==> src/rtl/bfu_pkg.sv <==
package bfu_pkg;
    typedef enum logic [1:0] {
        PM_NEVER  = 2'd0,
        PM_ALWAYS = 2'd1,
        PM_LAST   = 2'd2,
        PM_RSVD   = 2'd3
    } pmode_e;

    typedef enum logic [1:0] {
        SEL_SEQ = 2'd0,
        SEL_TGT = 2'd1,
        SEL_FIX = 2'd2
    } nsel_e;
endpackage

==> src/rtl/bfu_dir.sv <==
module bfu_dir
    import bfu_pkg::*;
(
    input  logic [1:0] mode_i,
    input  logic       hist_i,
    output logic       pred_o
);
    pmode_e mode;

    always_comb begin
        mode = pmode_e'(mode_i);
        unique case (mode)
            PM_ALWAYS: pred_o = 1'b1;
            PM_LAST:   pred_o = hist_i;
            default:   pred_o = 1'b0;
        endcase
    end
endmodule

==> src/rtl/bfu_resolve.sv <==
module bfu_resolve #(
    parameter int PC_W = 16,
    parameter int STEP = 1
) (
    input  logic            vld_i,
    input  logic            block_i,
    input  logic            taken_i,
    input  logic            pred_i,
    input  logic [PC_W-1:0] pc_i,
    input  logic [PC_W-1:0] tgt_i,
    output logic            accept_o,
    output logic            miss_o,
    output logic [PC_W-1:0] fix_pc_o
);
    localparam logic [PC_W-1:0] STEP_V = PC_W'(STEP);

    always_comb begin
        accept_o = vld_i && !block_i;
        miss_o   = accept_o && (taken_i != pred_i);
        fix_pc_o = taken_i ? tgt_i : (pc_i + STEP_V);
    end
endmodule

==> src/rtl/bfu_sat_cnt.sv <==
module bfu_sat_cnt #(
    parameter int W = 8
) (
    input  logic         clk,
    input  logic         rst_n,
    input  logic         inc_i,
    output logic [W-1:0] cnt_o
);
    localparam logic [W-1:0] TOP = {W{1'b1}};

    logic [W-1:0] cnt_d, cnt_q;

    always_comb begin
        cnt_d = cnt_q;
        if (inc_i && (cnt_q != TOP)) cnt_d = cnt_q + 1'b1;
    end

    always_ff @(posedge clk) begin
        if (!rst_n) cnt_q <= '0;
        else        cnt_q <= cnt_d;
    end

    assign cnt_o = cnt_q;
endmodule

==> src/rtl/branch_flush_unit.sv <==
module branch_flush_unit
    import bfu_pkg::*;
#(
    parameter int PC_W  = 16,
    parameter int CNT_W = 8,
    parameter int STEP  = 1
) (
    input  logic             clk,
    input  logic             rst_n,
    input  logic [1:0]       mode_i,
    input  logic             fetch_vld_i,
    input  logic             res_vld_i,
    input  logic             res_taken_i,
    input  logic             res_pred_i,
    input  logic [PC_W-1:0]  res_pc_i,
    input  logic [PC_W-1:0]  res_tgt_i,
    output logic [1:0]       nxt_sel_o,
    output logic [PC_W-1:0]  redirect_pc_o,
    output logic             flush_o,
    output logic [CNT_W-1:0] miss_cnt_o
);
    typedef struct packed {
        logic            hist;
        logic            flush;
        logic [PC_W-1:0] fix_pc;
    } state_t;

    state_t st_d, st_q;

    logic            pred;
    logic            accept;
    logic            miss;
    logic [PC_W-1:0] fix_pc;
    nsel_e           sel;

    bfu_dir i_dir (
        .mode_i (mode_i),
        .hist_i (st_q.hist),
        .pred_o (pred)
    );

    bfu_resolve #(.PC_W(PC_W), .STEP(STEP)) i_res (
        .vld_i    (res_vld_i),
        .block_i  (st_q.flush),
        .taken_i  (res_taken_i),
        .pred_i   (res_pred_i),
        .pc_i     (res_pc_i),
        .tgt_i    (res_tgt_i),
        .accept_o (accept),
        .miss_o   (miss),
        .fix_pc_o (fix_pc)
    );

    bfu_sat_cnt #(.W(CNT_W)) i_cnt (
        .clk   (clk),
        .rst_n (rst_n),
        .inc_i (miss),
        .cnt_o (miss_cnt_o)
    );

    always_comb begin
        st_d = st_q;
        if (accept) st_d.hist = res_taken_i;
        st_d.flush = miss;
        if (miss) st_d.fix_pc = fix_pc;

        if (st_q.flush)                sel = SEL_FIX;
        else if (fetch_vld_i && pred)  sel = SEL_TGT;
        else                           sel = SEL_SEQ;
    end

    always_ff @(posedge clk) begin
        if (!rst_n) begin
            st_q <= '0;
        end else begin
            st_q <= st_d;
        end
    end

    assign nxt_sel_o     = sel;
    assign redirect_pc_o = st_q.fix_pc;
    assign flush_o       = st_q.flush;
endmodule

==> config.mk <==
export PLATFORM = sky130hd
export DESIGN_NAME = branch_flush_unit
export DESIGN_NICKNAME = d
export VERILOG_FILES = /design/src/rtl/bfu_pkg.sv /design/src/rtl/bfu_dir.sv /design/src/rtl/bfu_resolve.sv /design/src/rtl/bfu_sat_cnt.sv /design/src/rtl/branch_flush_unit.sv
export SDC_FILE = /design/constraint.sdc
export NUM_CORES = 1
export LEC_CHECK = 0
export BUFFER_PORTS_ARGS = -buffer_cell sky130_fd_sc_hd__buf_2
export CAP_MARGIN = 10
export CORE_UTILIZATION = 39
export CTS_BUF_LIST = sky130_fd_sc_hd__clkbuf_2 sky130_fd_sc_hd__clkbuf_4 sky130_fd_sc_hd__clkbuf_8
export CTS_CLUSTER_DIAMETER = 120
export CTS_CLUSTER_SIZE = 20
export DETAILED_ROUTE_END_ITERATION = 8
export GPL_TIMING_DRIVEN = 1
export PLACE_DENSITY = 0.75
export SYNTH_ARGS = -nofsm -noshare
export SYNTH_HDL_FRONTEND = slang
export SYNTH_HIERARCHICAL = 1
export SYNTH_SLANG_ARGS = --single-unit
export TNS_END_PERCENT = 1
==> constraint.sdc <==
create_clock -name clk -period 1.4 [get_ports clk]
set_clock_uncertainty 0.05 [all_clocks]
set_input_delay 0 -clock clk [delete_from_list [all_inputs] [get_ports clk]]
set_output_delay 0 -clock clk [all_outputs]
set_load 0.01 [all_outputs]
# Word level (Yosys, flattened, before mapping)

Index checks and enable logic that the tools add are counted.

Register bits after elaboration: 26
Bits in latches: 0
Bits in writable memories: 0
Memory bits (read-only): 0
Bits of input ports: 40
Output and inout bits: 27
Memories kept: 0

Add/subtract/negate cells: 2
$mul: 0
Div/mod/pow operators: 0
Order comparisons: 0
Equal/unequal tests: 4
Shifts and indexed selects: 0
Multiplexer cells: 4
Bitwise operators: 0
Reductions and logical operators: 5

Operators with widths:

| kind                    | count |
|---|---|
| $add A16 B1 Y16 const B | 1 |
| $mux W16                | 1 |
| $add A8 B1 Y8 const B   | 1 |
| $ne A8 B8 Y1 const B    | 1 |
| $logic_and A1 B1 Y1     | 4 |
| $eq A2 B1 Y1 const B    | 1 |
| $eq A2 B2 Y1 const B    | 1 |
| $mux W2                 | 1 |
| $pmux W1 S2             | 1 |
| $logic_not A1 Y1        | 1 |
| $mux W1                 | 1 |
| $ne A1 B1 Y1            | 1 |

# Longest topological paths before layout

Word-level depth: 5
Mapped depth: 7

# By module

The synthesis kept the hierarchy.

By module, submodules not included:

| module            | times used | cells each | area each (um^2) | sequential area each (um^2) |
|---|---|---|---|---|
| branch_flush_unit | 1          | 75         | 814.5            | 360.3 |
| bfu_resolve       | 1          | 82         | 496.7            | 0.0 |
| bfu_sat_cnt       | 1          | 47         | 404.1            | 160.2 |
| bfu_dir           | 1          | 6          | 41.3             | 0.0 |

# Worst setup path before layout

Ideal clock, no wire load.

Path type: register to register
From: register st_q (netlist bit flush_o)
To: register i_cnt.cnt_q[6], in the netlist i_cnt/cnt_o[6]
Setup time: 0.115 ns
Arrival time: 1.421 ns
Required time: 1.235 ns
Path slack: -0.187 ns
Cell stages (with the launch flop): 6
Path buffers: 0
Period minus slack after synthesis: 1.587 ns
Cell sequence: dfxtp_1 nor2b_1 and2_1 nand3_1 or4_1 and3_1

Word-level cells in the longest chain between the ends: 4

RTL lines:

| what                   | line                    | source |
|---|---|---|
| start, declared        | branch_flush_unit.sv:28 | `state_t st_d, st_q;` |
| start signal, assigned | branch_flush_unit.sv:76 | `st_q <= st_d;` |
| $logic_not A1 Y1       | bfu_resolve.sv:18       | `accept_o = vld_i && !block_i;` |
| $logic_and A1 B1 Y1    | bfu_resolve.sv:18       |  |
| net accept             | branch_flush_unit.sv:31 | `logic accept;` |
| $logic_and A1 B1 Y1    | bfu_resolve.sv:19       | `miss_o = accept_o && (taken_i != pred_i);` |
| net miss               | branch_flush_unit.sv:32 | `logic miss;` |
| $logic_and A1 B1 Y1    | bfu_sat_cnt.sv:15       | `if (inc_i && (cnt_q != TOP)) cnt_d = cnt_q + 1'b1;` |
| end signal, assigned   | bfu_sat_cnt.sv:20       | `else cnt_q <= cnt_d;` |
| end, declared          | bfu_sat_cnt.sv:11       | `logic [W-1:0] cnt_d, cnt_q;` |

The timed path passes the listed nets, and every way through them passes these cells.
A chain may end at the register's enable or synchronous reset.

# Worst setup path after layout

Ends and elaborated chain as after synthesis.

==> impl_metrics.env <==
export IMPL_status="complete, but fails checks"
export IMPL_violations="setup timing"
export IMPL_seqPwrFrac_pct=48.2
export IMPL_clock_sinks=26
export IMPL_setup_violations=1
export IMPL_die_area_um2=4780
export IMPL_synth_cell_types=38
export IMPL_worstSetupStartpointType="flop"
export IMPL_critical_path_class="flop to flop"
export IMPL_drt_initial_drc_count=90
export IMPL_clock_fmax_mhz=712
export IMPL_worst_slack_ns=-0.00364
export IMPL_worstPathMaxFanout=5
export IMPL_slew_headroom_pct=79.6
export IMPL_vias=1574
export IMPL_drc=0
export IMPL_io_pins=67
export IMPL_switchingPower_mw=0.451
export IMPL_antenna_left=0
export IMPL_fin_crit_ns=1.40
export IMPL_synthesis_nets=254
export IMPL_place_ws_ns=-0.0375
export IMPL_slowest_delay_ns=0.39
export IMPL_layout_nets=320
export IMPL_drv_cap=0
export IMPL_gp_congestion=0.882
export IMPL_synth_area_leaders="dfxtp_1 (30%), mux2i_1 (11%), buf_4 (7.3%)"
export IMPL_layout_drive_gt1_share_pct=39.3
export IMPL_wl_met1_um=1870
export IMPL_swShare_pct=27.4
export IMPL_fp_row_count=24
export IMPL_critPathTopFamily="simple AND/OR/NAND/NOR gates"
export IMPL_num_antenna_cells=0
export IMPL_path_buf_inv=0
export IMPL_synth_seq_cells=26
export IMPL_cp_required_ns=1.52
export IMPL_antenna_found_initial=0
export IMPL_wirelength_um=3860
export IMPL_ys_warnings_count=6
export IMPL_synth_area_um2=1760
export IMPL_cts_path_max_buffers=2
export IMPL_start_util_pct=40.3
export IMPL_critPathCaptureType="flop"
export IMPL_synth_top_area_cell="dfxtp_1"
export IMPL_powerDensity_nw_per_um2=750
export IMPL_place_inst=321
export IMPL_timing_final_crit_share_pct=100
export IMPL_grt_overflow=0
export IMPL_finalHoldViolations=0
export IMPL_grt_util_all_layers_pct=16.3
export IMPL_worstMarginPinSlew_ns=0.306
export IMPL_hp_class="input pin to flop"
export IMPL_slew_viol_final=0
export IMPL_route_met3_wl_um=131
export IMPL_fin_worst_hold_slack_ns=0.0417
export IMPL_ys_seq_area_share_pct=29.6
export IMPL_top_layer_used="met4"
export IMPL_via_per_inst=4.81
export IMPL_area_delta_synth_final_pct=24.9
export IMPL_wl_per_cell_um=11.8
export IMPL_rsz0062_at_grt="true"
export IMPL_power_leakage_nw=0.994
export IMPL_synth_top_area_share_pct=29.6
export IMPL_arrival_ns=1.52
export IMPL_postCtsHoldBufs=0
export IMPL_cts_tree="built"
export IMPL_htree_levels=1
export IMPL_dr_wl_met2_um=1810
export IMPL_grt_pass1_wl_um=6430
export IMPL_crit_slowest_cell="or4_1"
export IMPL_grt_max_degree=33
export IMPL_intPower_mw=1.19
export IMPL_power_frac_comb_pct=23.7
export IMPL_hpwl_um=2980
export IMPL_syn_inst=210
export IMPL_ir_drop_mv=0.361
export IMPL_final_cells=327
export IMPL_port_buffers=66
export IMPL_cts_buffers=3
export IMPL_grt_pass1_vias=1466
export IMPL_synth_area_per_cell_um2=8.37
export IMPL_fin_tns_setup_ns=-0.00364
export IMPL_root_buffer="clkbuf_8"
export IMPL_pwr_share_clk_pct=28.1
export IMPL_coreArea_um2=4350
export IMPL_die_x_um=69.1
export IMPL_first_pass_iters=5
export IMPL_crit_chain="nor2b_4 -> and2_4 -> nand3_2 -> or4_1 -> and3_1"
export IMPL_cts_clk_slew_worst_paths_ns=0.10
export IMPL_die_h_um=69.1
export IMPL_insertion_delay_ns=0.26
## Yosys cell counts (all sizes together)
master / number
o21bai: 2
dfxtp: 26
xnor2: 10
a311oi: 1
mux2i: 19
nand3b: 1
nand2b: 2
inv: 8
xor2: 4
a21boi: 2
clkbuf: 4
nor2b: 18
mux2: 2
or4: 1
and4: 2
o21ai: 14
nor2: 7
and2: 2
a31oi: 1
ha: 4
nand3: 8
a21oi: 7
nor3: 7
buf: 20
a211oi: 2
nand4: 5
and3: 2
nand2: 25
nor4: 4
## worst paths after layout
check / slack (ns) / end / depth (start not counted) / startpoint
hold / removal: 0.04 / redirect_pc_o[6] / 5 / res_tgt_i[6]
setup reg to reg: -0.004 / i_cnt/cnt_o[6] / 5 / flush_o
setup / recovery: -0.004 / i_cnt/cnt_o[6] / 5 / flush_o
hold reg to reg: 0.46 / i_cnt/cnt_o[4] / 2 / i_cnt/cnt_o[4]
## registers in the layout, summed over array words and instances, names as in the netlist
signal,flops
redirect_pc_o,16
i_cnt/cnt_o,8
st_q,1
flush_o,1
## repair_timing
action	in CTS	in global routing
gates resized for setup	0	1
pin swaps	0	2
endpoints found under the setup margin	16	19
setup buffers	2	0
## through the flow
stage | cell area (um2) | utilization [%] | power [mW]
detailed placement | 2120 | 48.8 | 1.20
finish | 2190 | 50.4 | 1.65
global placement | 2120 | 48.8 | 1.19
CTS | 2190 | 50.3 | 1.68
floorplan | 1780 | - | 1.07
global route | 2190 | 50.4 | 1.74
## kinds of logic after synthesis
| kind of cell | count (synthesis) | synth area share [%] |
|---|---|---|
| and+or+nand+nor | 84 | 26.9 |
| buffers and inverters | 32 | 11.9 |
| AOI/OAI and AO/OA | 29 | 9.62 |
| DFF | 26 | 29.6 |
| xor gates and xnor gates | 14 | 6.98 |
| muxes | 21 | 12.1 |
| adders and majority gates | 4 | 2.85 |
## power by group through the flow
stage,combinational (mW),clock (mW),sequential [mW]
after floorplan,0.259,0,0.813
after global placement,0.383,0,0.810
after detailed placement,0.390,0,0.810
after CTS,0.395,0.489,0.793
after global routing,0.433,0.511,0.798
final,0.390,0.463,0.793
## cell type report
type | count | area, um2
Fill cell | 440 | 2160
Timing Repair Buffer | 85 | 473
Multi-Input combinational cell | 152 | 1050
Sequential cell | 26 | 527
Inverter | 8 | 30.0
Tap cell | 52 | 65.1
Clock buffer | 4 | 48.8
## per-layer routing
metal / track usage, % / vias to the layer above
met2: 27.0 / 37
met3: 2.49 / 4
met1: 21.6 / 700
met4: 5.44 / 0
li1: - / 833
met5: 0 / -
## cells in the final DEF (no fill, tap or decap), types with 2 or more instances in the layout
cell	instances
nor4_2	4
xnor2_1	10
nor2b_1	17
ha_1	3
nor2_1	7
nand3_1	6
xor2_1	4
nand4_1	4
o21bai_1	2
nor3_1	7
o21ai_0	8
mux2_2	2
inv_1	8
nand2_1	25
and3_1	2
buf_4	19
nand2b_1	2
nand3_2	2
mux2i_1	19
o21ai_1	6
clkbuf_8	3
a21oi_1	7
buf_2	66
dfxtp_2	2
dfxtp_1	23
## worst register-to-register path, delay by kind of cell, from the launching register on
kind	cells	cell delay [ns]
flip-flops	1	0.36
AND/OR/NAND/NOR	5	0.90
No activity file was read; power rests on OpenSTA's default activity.
